===== src/rtl/i2c_buf_pkg.sv =====
package i2c_buf_pkg;
   localparam logic [1:0] RA_DATA = 2'd0;
   localparam logic [1:0] RA_CFG  = 2'd1;
   localparam logic [1:0] RA_STAT = 2'd2;

   localparam int TX_CLR_BIT = 6;
   localparam int TX_DMA_BIT = 7;
   localparam int RX_THR_LSB = 8;
   localparam int RX_CLR_BIT = 14;
   localparam int RX_DMA_BIT = 15;
   localparam int CODE_LSB   = 14;
   localparam int LVL_W      = 7;
   localparam int RX_LVL_LSB = 7;
endpackage


===== src/rtl/i2c_buf_fifo.sv =====
module i2c_buf_fifo #(
   parameter int DW    = 8,
   parameter int DEPTH = 16,
   localparam int AW   = $clog2(DEPTH),
   localparam int LW   = AW + 1
) (
   input  logic          clk,
   input  logic          rst_n,
   input  logic          flush,
   input  logic          push,
   input  logic [DW-1:0] wdata,
   input  logic          pop,
   output logic [DW-1:0] rdata,
   output logic [LW-1:0] level,
   output logic          full,
   output logic          empty,
   output logic          push_drop,
   output logic          pop_empty
);
   logic [DW-1:0] mem [DEPTH];
   logic [AW-1:0] wptr, rptr;
   logic [LW-1:0] cnt;
   logic          push_ok, pop_ok;

   if ((1 << AW) != DEPTH) begin : g_bad_depth
      $error("i2c_buf_fifo: DEPTH must be a power of two");
   end

   assign full      = (cnt == LW'(DEPTH));
   assign empty     = (cnt == '0);
   assign push_ok   = push & ~full & ~flush;
   assign pop_ok    = pop & ~empty;
   assign push_drop = push & full & ~flush;
   assign pop_empty = pop & empty;
   assign rdata     = empty ? '0 : mem[rptr];
   assign level     = cnt;

   always_ff @(posedge clk) begin
      if (push_ok) mem[wptr] <= wdata;
   end

   always_ff @(posedge clk) begin
      if (!rst_n || flush) begin
         wptr <= '0;
         rptr <= '0;
         cnt  <= '0;
      end else begin
         if (push_ok) wptr <= wptr + 1'b1;
         if (pop_ok)  rptr <= rptr + 1'b1;
         case ({push_ok, pop_ok})
            2'b10:   cnt <= cnt + 1'b1;
            2'b01:   cnt <= cnt - 1'b1;
            default: cnt <= cnt;
         endcase
      end
   end
endmodule


===== src/rtl/i2c_buf_events.sv =====
module i2c_buf_events #(
   parameter int DEPTH = 16,
   parameter int REM_W = 16,
   localparam int LW   = $clog2(DEPTH) + 1
) (
   input  logic [LW-1:0]    tx_level,
   input  logic [LW-1:0]    rx_level,
   input  logic [LW-1:0]    tx_thr,
   input  logic [LW-1:0]    rx_thr,
   input  logic [REM_W-1:0] eng_rem,
   output logic             tx_ready,
   output logic             tx_drain,
   output logic             rx_ready,
   output logic             rx_drain
);
   logic [REM_W-1:0] tx_lvl_x, tx_thr_x, tx_free_x, tx_need;

   if (REM_W < LW) begin : g_bad_rem
      $error("i2c_buf_events: REM_W too narrow for the level");
   end

   assign tx_lvl_x  = REM_W'(tx_level);
   assign tx_thr_x  = REM_W'(tx_thr);
   assign tx_free_x = REM_W'(LW'(DEPTH) - tx_level);
   assign tx_need   = (eng_rem > tx_lvl_x) ? (eng_rem - tx_lvl_x) : '0;

   assign tx_ready = (tx_free_x >= tx_thr_x) && (tx_need >= tx_thr_x);
   assign tx_drain = (tx_need != '0) && (tx_need < tx_thr_x) && (tx_free_x >= tx_need);
   assign rx_ready = (rx_level >= rx_thr);
   assign rx_drain = (eng_rem == '0) && (rx_level != '0) && (rx_level < rx_thr);
endmodule


===== src/rtl/i2c_xfer_buffer.sv =====
module i2c_xfer_buffer #(
   parameter int DEPTH_CODE = 1,
   parameter int REM_W      = 16,
   localparam int DEPTH     = 8 << DEPTH_CODE,
   localparam int AW        = $clog2(DEPTH),
   localparam int LW        = AW + 1
) (
   input  logic             clk,
   input  logic             rst_n,
   input  logic             reg_wr,
   input  logic             reg_rd,
   input  logic [1:0]       reg_addr,
   input  logic [15:0]      reg_wdata,
   output logic [15:0]      reg_rdata,
   input  logic             eng_tx_req,
   output logic [7:0]       eng_tx_data,
   input  logic             eng_rx_push,
   input  logic [7:0]       eng_rx_data,
   input  logic [REM_W-1:0] eng_rem,
   output logic             tx_ready,
   output logic             rx_ready,
   output logic             tx_drain,
   output logic             rx_drain,
   output logic             rx_overrun,
   output logic             tx_underflow
);
   import i2c_buf_pkg::*;

   if (DEPTH_CODE < 0 || DEPTH_CODE > 3) begin : g_bad_code
      $error("i2c_xfer_buffer: DEPTH_CODE must be 0..3");
   end

   logic [AW-1:0] tx_thr_m1, rx_thr_m1;
   logic          dma_tx_en, dma_rx_en;
   logic          cfg_wr, data_wr, data_rd, tx_flush, rx_flush;
   logic [LW-1:0] tx_level, rx_level;
   logic [7:0]    rx_head;
   logic          tx_full, tx_empty, rx_full, rx_empty;
   logic          tx_drop, tx_pop_empty, rx_drop, rx_pop_empty;
   logic [15:0]   cfg_img, stat_img;

   assign cfg_wr   = reg_wr && (reg_addr == RA_CFG);
   assign data_wr  = reg_wr && (reg_addr == RA_DATA);
   assign data_rd  = reg_rd && (reg_addr == RA_DATA);
   assign tx_flush = cfg_wr && reg_wdata[TX_CLR_BIT];
   assign rx_flush = cfg_wr && reg_wdata[RX_CLR_BIT];

   always_ff @(posedge clk) begin
      if (!rst_n) begin
         tx_thr_m1 <= '0;
         rx_thr_m1 <= '0;
         dma_tx_en <= 1'b0;
         dma_rx_en <= 1'b0;
      end else if (cfg_wr) begin
         tx_thr_m1 <= reg_wdata[AW-1:0];
         rx_thr_m1 <= reg_wdata[RX_THR_LSB +: AW];
         dma_tx_en <= reg_wdata[TX_DMA_BIT];
         dma_rx_en <= reg_wdata[RX_DMA_BIT];
      end
   end

   i2c_buf_fifo #(.DW(8), .DEPTH(DEPTH)) u_txq (
      .clk(clk), .rst_n(rst_n), .flush(tx_flush),
      .push(data_wr), .wdata(reg_wdata[7:0]),
      .pop(eng_tx_req), .rdata(eng_tx_data),
      .level(tx_level), .full(tx_full), .empty(tx_empty),
      .push_drop(tx_drop), .pop_empty(tx_pop_empty)
   );

   i2c_buf_fifo #(.DW(8), .DEPTH(DEPTH)) u_rxq (
      .clk(clk), .rst_n(rst_n), .flush(rx_flush),
      .push(eng_rx_push), .wdata(eng_rx_data),
      .pop(data_rd), .rdata(rx_head),
      .level(rx_level), .full(rx_full), .empty(rx_empty),
      .push_drop(rx_drop), .pop_empty(rx_pop_empty)
   );

   i2c_buf_events #(.DEPTH(DEPTH), .REM_W(REM_W)) u_evt (
      .tx_level(tx_level), .rx_level(rx_level),
      .tx_thr(LW'(tx_thr_m1) + 1'b1), .rx_thr(LW'(rx_thr_m1) + 1'b1),
      .eng_rem(eng_rem),
      .tx_ready(tx_ready), .tx_drain(tx_drain),
      .rx_ready(rx_ready), .rx_drain(rx_drain)
   );

   always_ff @(posedge clk) begin
      if (!rst_n) begin
         rx_overrun   <= 1'b0;
         tx_underflow <= 1'b0;
      end else begin
         rx_overrun   <= rx_drop | rx_pop_empty;
         tx_underflow <= tx_pop_empty;
      end
   end

   always_comb begin
      cfg_img = '0;
      cfg_img[AW-1:0]            = tx_thr_m1;
      cfg_img[RX_THR_LSB +: AW]  = rx_thr_m1;
      cfg_img[TX_DMA_BIT]        = dma_tx_en;
      cfg_img[RX_DMA_BIT]        = dma_rx_en;
      stat_img = '0;
      stat_img[CODE_LSB +: 2]    = 2'(DEPTH_CODE);
      stat_img[0 +: LVL_W]       = LVL_W'(tx_level);
      stat_img[RX_LVL_LSB +: LVL_W] = LVL_W'(rx_level);
      case (reg_addr)
         RA_DATA: reg_rdata = {8'h00, rx_head};
         RA_CFG:  reg_rdata = cfg_img;
         RA_STAT: reg_rdata = stat_img;
         default: reg_rdata = '0;
      endcase
   end

   logic unused_sink;
   assign unused_sink = ^{reg_wdata, tx_full, tx_empty, rx_full, rx_empty, tx_drop};
endmodule


===== config.mk =====
export PLATFORM = sky130hd
export DESIGN_NAME = i2c_xfer_buffer
export DESIGN_NICKNAME = d
export VERILOG_FILES = /design/src/rtl/i2c_buf_pkg.sv /design/src/rtl/i2c_buf_fifo.sv /design/src/rtl/i2c_buf_events.sv /design/src/rtl/i2c_xfer_buffer.sv
export SDC_FILE = /design/constraint.sdc
export NUM_CORES = 1
export LEC_CHECK = 0
export ABC_AREA = 1
export BUFFER_PORTS_ARGS = -buffer_cell sky130_fd_sc_hd__buf_2
export CAP_MARGIN = 20
export CORE_ASPECT_RATIO = 0.8
export CORE_MARGIN = 3
export CORE_UTILIZATION = 30
export DETAILED_ROUTE_END_ITERATION = 6
export SETUP_SLACK_MARGIN = 0.1
export SLEW_MARGIN = 25
export SYNTH_ARGS = -nofsm -noshare
export SYNTH_HDL_FRONTEND = slang
export SYNTH_SLANG_ARGS = --single-unit
export TNS_END_PERCENT = 50

===== constraint.sdc =====
create_clock -name clk -period 4.7 [get_ports clk]
set_input_delay 0.94 -clock clk [delete_from_list [all_inputs] [get_ports clk]]
set_output_delay 0.94 -clock clk [all_outputs]
set_load 0.01 [all_outputs]

# Word level (Yosys, flattened, before mapping)
# Memory sizes are Yosys's and may differ from the RTL's. A register that Yosys moved wholly into a read port is not among the register bits.
# Index checks and enable logic that the tools add are counted.
# op_classes
n_addsub	12
magnitude_cmp	7
eq_ne	8
muxes	14
bitwise	17
n_reduce_logical	21
# op_table
op	n
case mux 16 bit (3 select lines)	1
greater-or-equal comparator 16 x 5 -> 1 bit	2
case mux 5 bit (2 select lines)	2
adder 4 x 1 -> 4 bit, second input constant	4
greater-or-equal comparator 16 bit	1
greater-than comparator 16 x 5 -> 1 bit	1
logical NOT 16 bit	1
less-than comparator 16 x 5 -> 1 bit	1
2-to-1 mux 16 bit	1
2-to-1 mux 4 bit	4
2-to-1 mux 8 bit	2
nonzero test 16 bit	1
subtractor 16 x 5 -> 16 bit	1
adder 4 x 1 -> 5 bit, second input constant	2
adder 5 x 1 -> 5 bit, second input constant	2
bitwise AND 1 bit	10
equality test 5 bit, second input constant	2
logical AND 1 bit	10
logical NOT 5 bit	2
subtractor 5 x 1 -> 5 bit, second input constant	2
equality test 2 x 1 -> 1 bit, second input constant	3
equality test 2 bit, second input constant	3
inverter 1 bit	6
subtractor 5 x 5 -> 6 bit, first input constant	1
other kinds (9)	14
# word_totals
reg_bits	38
mem_bits_rw	256
input_bits	48
elab_cells	93
memories	2
# mem_list
name	words	width	rd	rd_clocked_by_memory_dff	write_ports	line_no	rtl
u_rxq.mem	16	8	1	1	1	i2c_buf_fifo.sv:20	logic [DW-1:0] mem [DEPTH];
u_txq.mem	16	8	1	1	1	i2c_buf_fifo.sv:20	

# Logic depth before layout (Yosys ltp)
# Gate-level depths: netlist of run 1.
# logic_depth
word_depth	7
ltp_mapped	23
depth_no_buf	22

# Modules after synthesis
# A second synthesis of run 1 with hierarchy kept.
# hier_totals
cells_unflattened	1543
hier_area_um2	14710.4
# by_module_without_submodules
module	instances	cells_each	area_each_um2	seq_area_each_um2
i2c_buf_fifo	2	566	6149.6	4184.0
i2c_buf_events	1	282	1650.3	0.0
i2c_xfer_buffer	1	129	760.7	240.2

# Worst setup path before layout of run 1
# OpenSTA, ideal clock, no wires.
# synth_timing
kind	input to output
startpoint	input eng_rem[0]
endpoint	output tx_ready
t_arrival_ns	3.274
required_ns	3.760
path_slack_ns	0.486
path_stages	22
cell_sequence	inv_1 > ha_1 > inv_1 > fa_1 > nand2_1 > nand2_1 > nand3_1 > nand3_2 > nand2_4 > inv_4 > buf_6 > nand2_1 > inv_1 > ha_1 > inv_1 > nor2_1 > nor2_1 > o21ai_0 > nand3_1 > nand2_1 > nor2_2 > a21oi_1
# synth_between
elab_chain_cells	4
elab_cells_between_ends	5
# synth_rtl
element	line_no	rtl
start: declaration	i2c_xfer_buffer.sv:19	input logic [REM_W-1:0] eng_rem,
subtractor 16 x 5 -> 16 bit / greater-than comparator 16 x 5 -> 1 bit (equally long branches)	i2c_buf_events.sv:25	assign tx_need = (eng_rem > tx_lvl_x) ? (eng_rem - tx_lvl_x) : '0;
2-to-1 mux 16 bit (*)	i2c_buf_events.sv:25	
greater-or-equal comparator 16 x 5 -> 1 bit (*)	i2c_buf_events.sv:27	assign tx_ready = (tx_free_x >= tx_thr_x) && (tx_need >= tx_thr_x);
logical AND 1 bit (*)	i2c_buf_events.sv:27	
end: declaration	i2c_xfer_buffer.sv:20	output logic tx_ready,
# Mark *: on every way between the ends. The rest lies on a longest branch, timed or not.

# Worst setup path after layout of run 1
# layout_timing
startpoint	input eng_rem[0]
endpoint	output tx_drain
# layout_between
elab_chain_cells	5
elab_cells_between_ends	8
# layout_rtl
element	line_no	rtl
subtractor 16 x 5 -> 16 bit / greater-than comparator 16 x 5 -> 1 bit (equally long branches)	i2c_buf_events.sv:25	
2-to-1 mux 16 bit (*)	i2c_buf_events.sv:25	
less-than comparator 16 x 5 -> 1 bit / nonzero test 16 bit (equally long branches)	i2c_buf_events.sv:28	assign tx_drain = (tx_need != '0) && (tx_need < tx_thr_x) && (tx_free_x >= tx_need);
logical AND 1 bit	i2c_buf_events.sv:28	
logical AND 1 bit (*)	i2c_buf_events.sv:28	
end: declaration	i2c_xfer_buffer.sv:22	output logic tx_drain,
# Marked as above.

==> reports/qor.csv, run 1 <==
metric;value;unit
status;finished, final reports clean;
netlist_area;0.01391;mm^2
worst_slack;0.2708;ns
endpoint_kind;output port;
die_h;198.6;um
start_util;30.87;%
yosys.area.top_type;edfxtp_1;
clock_sinks;302;
vias;9870;
htreeDepth;2;
relSlewSlack;33.45;%
yosys.area.top_type_share;55.26;%
drt_iter0_drc;756;
ys.flop_type;edfxtp_1;
fin_util;35.86;%
r2r_slack;1.28;ns
timing.rr.end;u_txq.level[4];
ys_seq_area_share;61.88;%
grtUsageTotal;14.25;%
clock.fmax;225.8;MHz
crit_type;input pin to output port;
clkSlewWorstSetupHoldPaths;0.06;ns
vdd.ir_drop.worst;0.4443;mV
gp_congestion;0.7996;
synth_cell_type_count;47;
syn_inst;1298;
r2r-start;u_txq.level[0];
hold_end;dma_rx_en;
skew;0.01271;ns
finalWirelength;35.24;mm
antenna_found_initial;0;
powerDensity;452.0;mW/mm^2
cts_tree;yes;
design.core.area;0.04507;mm^2
crit_required;3.76;ns
period_needed;4.429;ns
final.period_utilization;94.24;%
min_path_cells;2;
dpl-instance-area;0.01497;mm^2
fin_area;0.01616;mm^2
rsz0062_at_grt;false;
post-place-ws;0.1253;ns
ys_top_cells_by_area;edfxtp_1, dfxtp_1, nor2_1, ha_1, o21ai_0;
yosysWarnings;0;
tightestPinTransition;0.9946;ns
grt_max_degree;65;
regArea;0.008612;mm^2
crit_path_start_kind;input pin;
synth_seq_cells;302;
numCtsBuffers;34;
worstPathArrival;3.49;ns
final_common_cell;edfxtp_1;
std_cell_rows;69;
cts_root_buffer;clkbuf_16;
hold_path_class;register to register;
drtPass1Iterations;5;
async_reset_ff_share;0;%
antenna_cells;0;
layout.nets;1485;
wl_per_cell;17.61;um
drive_above_1_share;14.02;%
drc;0;
synth_edf_count;256;
most-common-layout-cells;edfxtp_1, nor2_1, nand2_1;
grt_pass1_vias;9310;
cap_violations;0;
grt.overflow.total;0;
port-buffer-count;73;
hold_viol_final;0;
multi_input_area;0.004745;mm^2
boundaryPins;78;
hpwl;23.57;mm
clk_path_buf_depth;3;
vias_per_cell;4.933;
slew_viol_final;0;
grt_pass1_wl;53.95;mm
area_growth_syn_to_layout;16.15;%
p_leak;5.905;nW
hold_ws;0.4561;ns
ff2ff_path_depth;16;
dieWidth;246.8;um
setup_viol;0;
fill_cells;4401;
worstHoldStart;dma_rx_en;
die_area;0.04901;mm^2
clk_latency;0.52;ns
syn_area_per_cell;10.72;um^2
ant_nets;0;
cp_max_fo;4;
tns;0;ns
power by group:
group          leakage [nW]  total [mW]  internal, mW  switching, mW
logic                  2.69        1.69         0.615           1.08
registers              2.68        3.01          2.96         0.0495
clock network         0.532        2.60          1.58           1.02
total                  5.90        7.30          5.16           2.15
flip-flops by register name, indices dropped and copies added (netlist names), 5 cells and up, named ones only:
signal and count:
u_txq.mem 128, u_txq.level 5, u_rxq.level 5, u_rxq.mem 128
what timing repair did:
item,CTS,global route
hold buffers,0,0
setup buffers,0,3
setup endpoints to repair,0,2
resized for setup,0,24
logic make-up (layout without fill, tap and decap cells):
kind of cell / Yosys count / count (layout) / share of synthesized area, %
AND/OR/NAND/NOR: 438 / 438 / 13.26
flip-flops: 302 / 302 / 61.88
other: 1 / 2 / 0.02695
AO/OA/AOI/OAI: 314 / 314 / 13.50
XOR/XNOR: 18 / 18 / 1.133
adder cells (fa/ha/maj): 61 / 61 / 5.648
buffers and inverters: 164 / 263 / 4.560
layout make-up:
| class | count | share of cell area [%] |
|---|---|---|
| well taps | 603 | 4.669 |
| flip-flops and latches | 302 | 53.29 |
| clock buffers | 44 | 5.823 |
| repair buffers | 97 | 3.399 |
| multi-input cells | 833 | 29.36 |
| inverters | 108 | 2.524 |
| clock inverters | 14 | 0.9292 |
Yosys cell counts (all sizes together) (5+ instances only):
master	count
o221ai	40
clkbuf	50
a21oi	61
nand3	44
edfxtp	256
buf	6
o22ai	25
inv	107
ha	58
xor2	12
nand2	160
o21ai	143
o211ai	16
nor2	208
a31oi	6
a221oi	6
xnor2	6
a211oi	7
dfxtp	46
nand4	13
nor3	5
worst max-delay path by stage:
stage / from / to / slack, ns
global route: u_txq.level[4] / tx_drain / 0.08
global placement: eng_rem[0] / tx_ready / 0.12
CTS: eng_rem[0] / tx_ready / 0.12
finish: eng_rem[0] / tx_drain / 0.27
floorplan: eng_rem[0] / tx_ready / 0.49
detailed placement: eng_rem[0] / tx_drain / 0.13
metal layers:
layer  vias up  track usage (%)  share of wire [%]
met4         0            4.194                2.1
met5         -                0                  0
met1      4745            20.98                 48
li1       4799                -                  -
met3        50            2.399                5.1
met2       276            21.55                 44
stage by stage:
step / instances / total power, mW
after CTS: 1998 / 7.301
after global routing: 2001 / 7.684
final: 2001 / 7.304
after floorplan: 1299 / 4.158
after global placement: 1940 / 4.657
after detailed placement: 1940 / 4.693
critical path, cell delays in order:
cell and delay, ns:
buf_2 0.11, inv_2 0.07, ha_4 0.14, inv_2 0.05
fa_2 0.40, nand2_2 0.07, nand2_2 0.07, nand3_2 0.08
nand3_2 0.10, nand2_4 0.10, inv_4 0.05, nand2_2 0.05
inv_1 0.05, ha_1 0.27, inv_1 0.07, nor2_1 0.04
nor2_1 0.09, o21ai_1 0.08, nand3_1 0.09, nand2_1 0.08
nor2_2 0.14, nand2_1 0.09, a21oi_2 0.12, buf_2 0.15
(Power assumes the default switching activity.)
==> run 2: changes to the inputs <==
CORE_UTILIZATION = 40   (was 30)
==> run 2 against run 1 <==
Clock skew down 0.0029 ns. Largest power group unchanged. Critical endpoint unchanged. Via count up 1.2%. Setup slack got worse by 0.054 ns. Sequential share of layout area increased by 1.0 points.
==> reports/qor.csv, run 2 (same netlist as run 1, synthesis figures left out) <==
metric;value;unit
status;finished, final reports clean;
tns;0;ns
hold_buffers;0;
relSlewSlack;31.51;%
hpwl;22.76;mm
endpoint_kind;output port;
power.switching;2.113;mW
crit_path_start_kind;input pin;
p_int;4.912;mW
cap_violations;0;
dieWidth;214.5;um
clkSlewWorstSetupHoldPaths;0.06;ns
grt_max_degree;65;
powerDensity;443.2;mW/mm^2
hold_path_class;register to register;
ant_nets;0;
hold_viol_final;0;
drc;0;
clock_power_share;32.6;%
setup.worst_path.start;eng_rem[0];
clock.fmax;223.0;MHz
crit_type;input pin to output port;
pwr-share-comb;24.5;%
cts_root_buffer;clkbuf_16;
fin_area;0.01585;mm^2
vias;9992;
cp_max_fo;5;
skew;0.009856;ns
finalWirelength;34.58;mm
slowest_stage;fa_2;
p_leak;5.831;nW
wl_per_cell;18.62;um
hold_end;dma_rx_en;
hold_ws;0.4557;ns
path_cells;buf_2, inv_2, ha_4, inv_2, fa_2, nand2_2, nand2_4, nand3_4, nand3_4, nand2_4, buf_6, or2_4, inv_1, ha_1, or2_1, nor2_1, nand2_1, nor2_2, nand2_1, a21oi_2, buf_2;
antenna_cells;0;
port-buffer-count;73;
drt_iter0_drc;816;
gp_congestion;0.8648;
setup_viol;0;
clk_path_buf_depth;3;
std_cell_rows;60;
max_stage_delay;0.40;ns
most-common-layout-cells;edfxtp_1, nor2_1, nand2_1;
period_needed;4.483;ns
crit_required;3.76;ns
antenna_found_initial;1;
layout.nets;1479;
seqPwrFrac;42.9;%
drtPass1Iterations;5;
worstHoldStart;dma_rx_en;
area_growth_syn_to_layout;13.95;%
grt_pass1_vias;9523;
timing.rr.end;u_txq.level[4];
design.core.area;0.03393;mm^2
min_path_cells;2;
boundaryPins;78;
largest_registers;u_rxq.mem x128, u_txq.mem x128;
slew_viol_final;0;
grtUsageTotal;18.05;%
die_area;0.03707;mm^2
dpl-instance-area;0.01478;mm^2
rsz0062_at_grt;false;
die_h;172.8;um
clock_sinks;302;
final_common_cell;edfxtp_1;
grt_pass1_wl;53.48;mm
swShare;30.08;%
start_util;41.00;%
r2r_slack;1.06;ns
clk_latency;0.55;ns
r2r-start;u_txq.level[0];
grt.overflow.total;0;
final.period_utilization;95.39;%
numCtsBuffers;30;
tightestPinTransition;1.024;ns
vias_per_cell;5.381;
drive_above_1_share;13.43;%
cts_tree;yes;
fill_cells;3123;
worstPathArrival;3.54;ns
ff2ff_path_depth;18;
vdd.ir_drop.worst;0.2417;mV
fin_util;46.72;%
htreeDepth;1;
[run 2: what timing repair did]
| action | in CTS | in global routing |
|---|---|---|
| pin swaps | 2 | 8 |
| setup endpoints to repair | 1 | 2 |
| gates resized for setup | 4 | 25 |
| setup buffers | 1 | 2 |
[run 2: how the worst max path moves through the flow]
stage | endpoint | slack (ns) | cells after the start
floorplan | tx_ready | 0.49 | 22
global placement | tx_drain | 0.08 | 20
detailed placement | tx_drain | -0.04 | 20
CTS | tx_drain | 0.14 | 20
global route | tx_drain | 0.06 | 17
finish | tx_drain | 0.22 | 21
[run 2: layer usage]
| metal | part of all wire (%) | vias to the layer above | track usage (%) |
|---|---|---|---|
| met1 | 48 | 4833 | 27.43 |
| li1 | - | 4784 | - |
| met3 | 6.2 | 61 | 2.846 |
| met4 | 2.2 | 2 | 4.683 |
| met2 | 44 | 312 | 27.01 |
| met5 | 0.023 | - | 0 |
[run 2: through the flow]
step	setup WS [ns]	power [mW]	std cells
2_1_floorplan	0.4858	4.158	1299
3_3_place_gp	0.08080	4.664	1800
3_5_place_dp	-0.03513	4.698	1800
4_1_cts	0.1436	6.995	1855
5_1_grt	0.06476	7.401	1857
6_report	0.2167	7.025	1857
[run 2: critical path: cells and delay by family]
kind / cells / cell delay (ns)
buffers and inverters: 6 / 0.56
AO/OA/AOI/OAI: 1 / 0.16
AND/OR/NAND/NOR: 11 / 1.16
adder cells (fa/ha/maj): 3 / 0.72
[run 2: cell type report]
| class | instances | area [um^2] | area share (%) |
|---|---|---|---|
| Timing Repair Buffer | 95 | 538.0 | 3.394 |
| Clock inverter | 13 | 111.4 | 0.7024 |
| Clock buffer | 41 | 823.3 | 5.193 |
| Inverter | 108 | 407.9 | 2.573 |
| Tap cell | 465 | 581.8 | 3.670 |
| Multi-Input combinational cell | 833 | 4777 | 30.13 |
| Sequential cell | 302 | 8613 | 54.33 |
[run 2: power groups by stage]
stage	combinational (mW)	clock, mW	sequential [mW]
4_1_cts	1.65	2.34	3.01
2_1_floorplan	1.10	0	3.06
3_5_place_dp	1.63	0	3.07
6_report	1.72	2.29	3.02
3_3_place_gp	1.60	0	3.07
5_1_grt	1.94	2.44	3.02
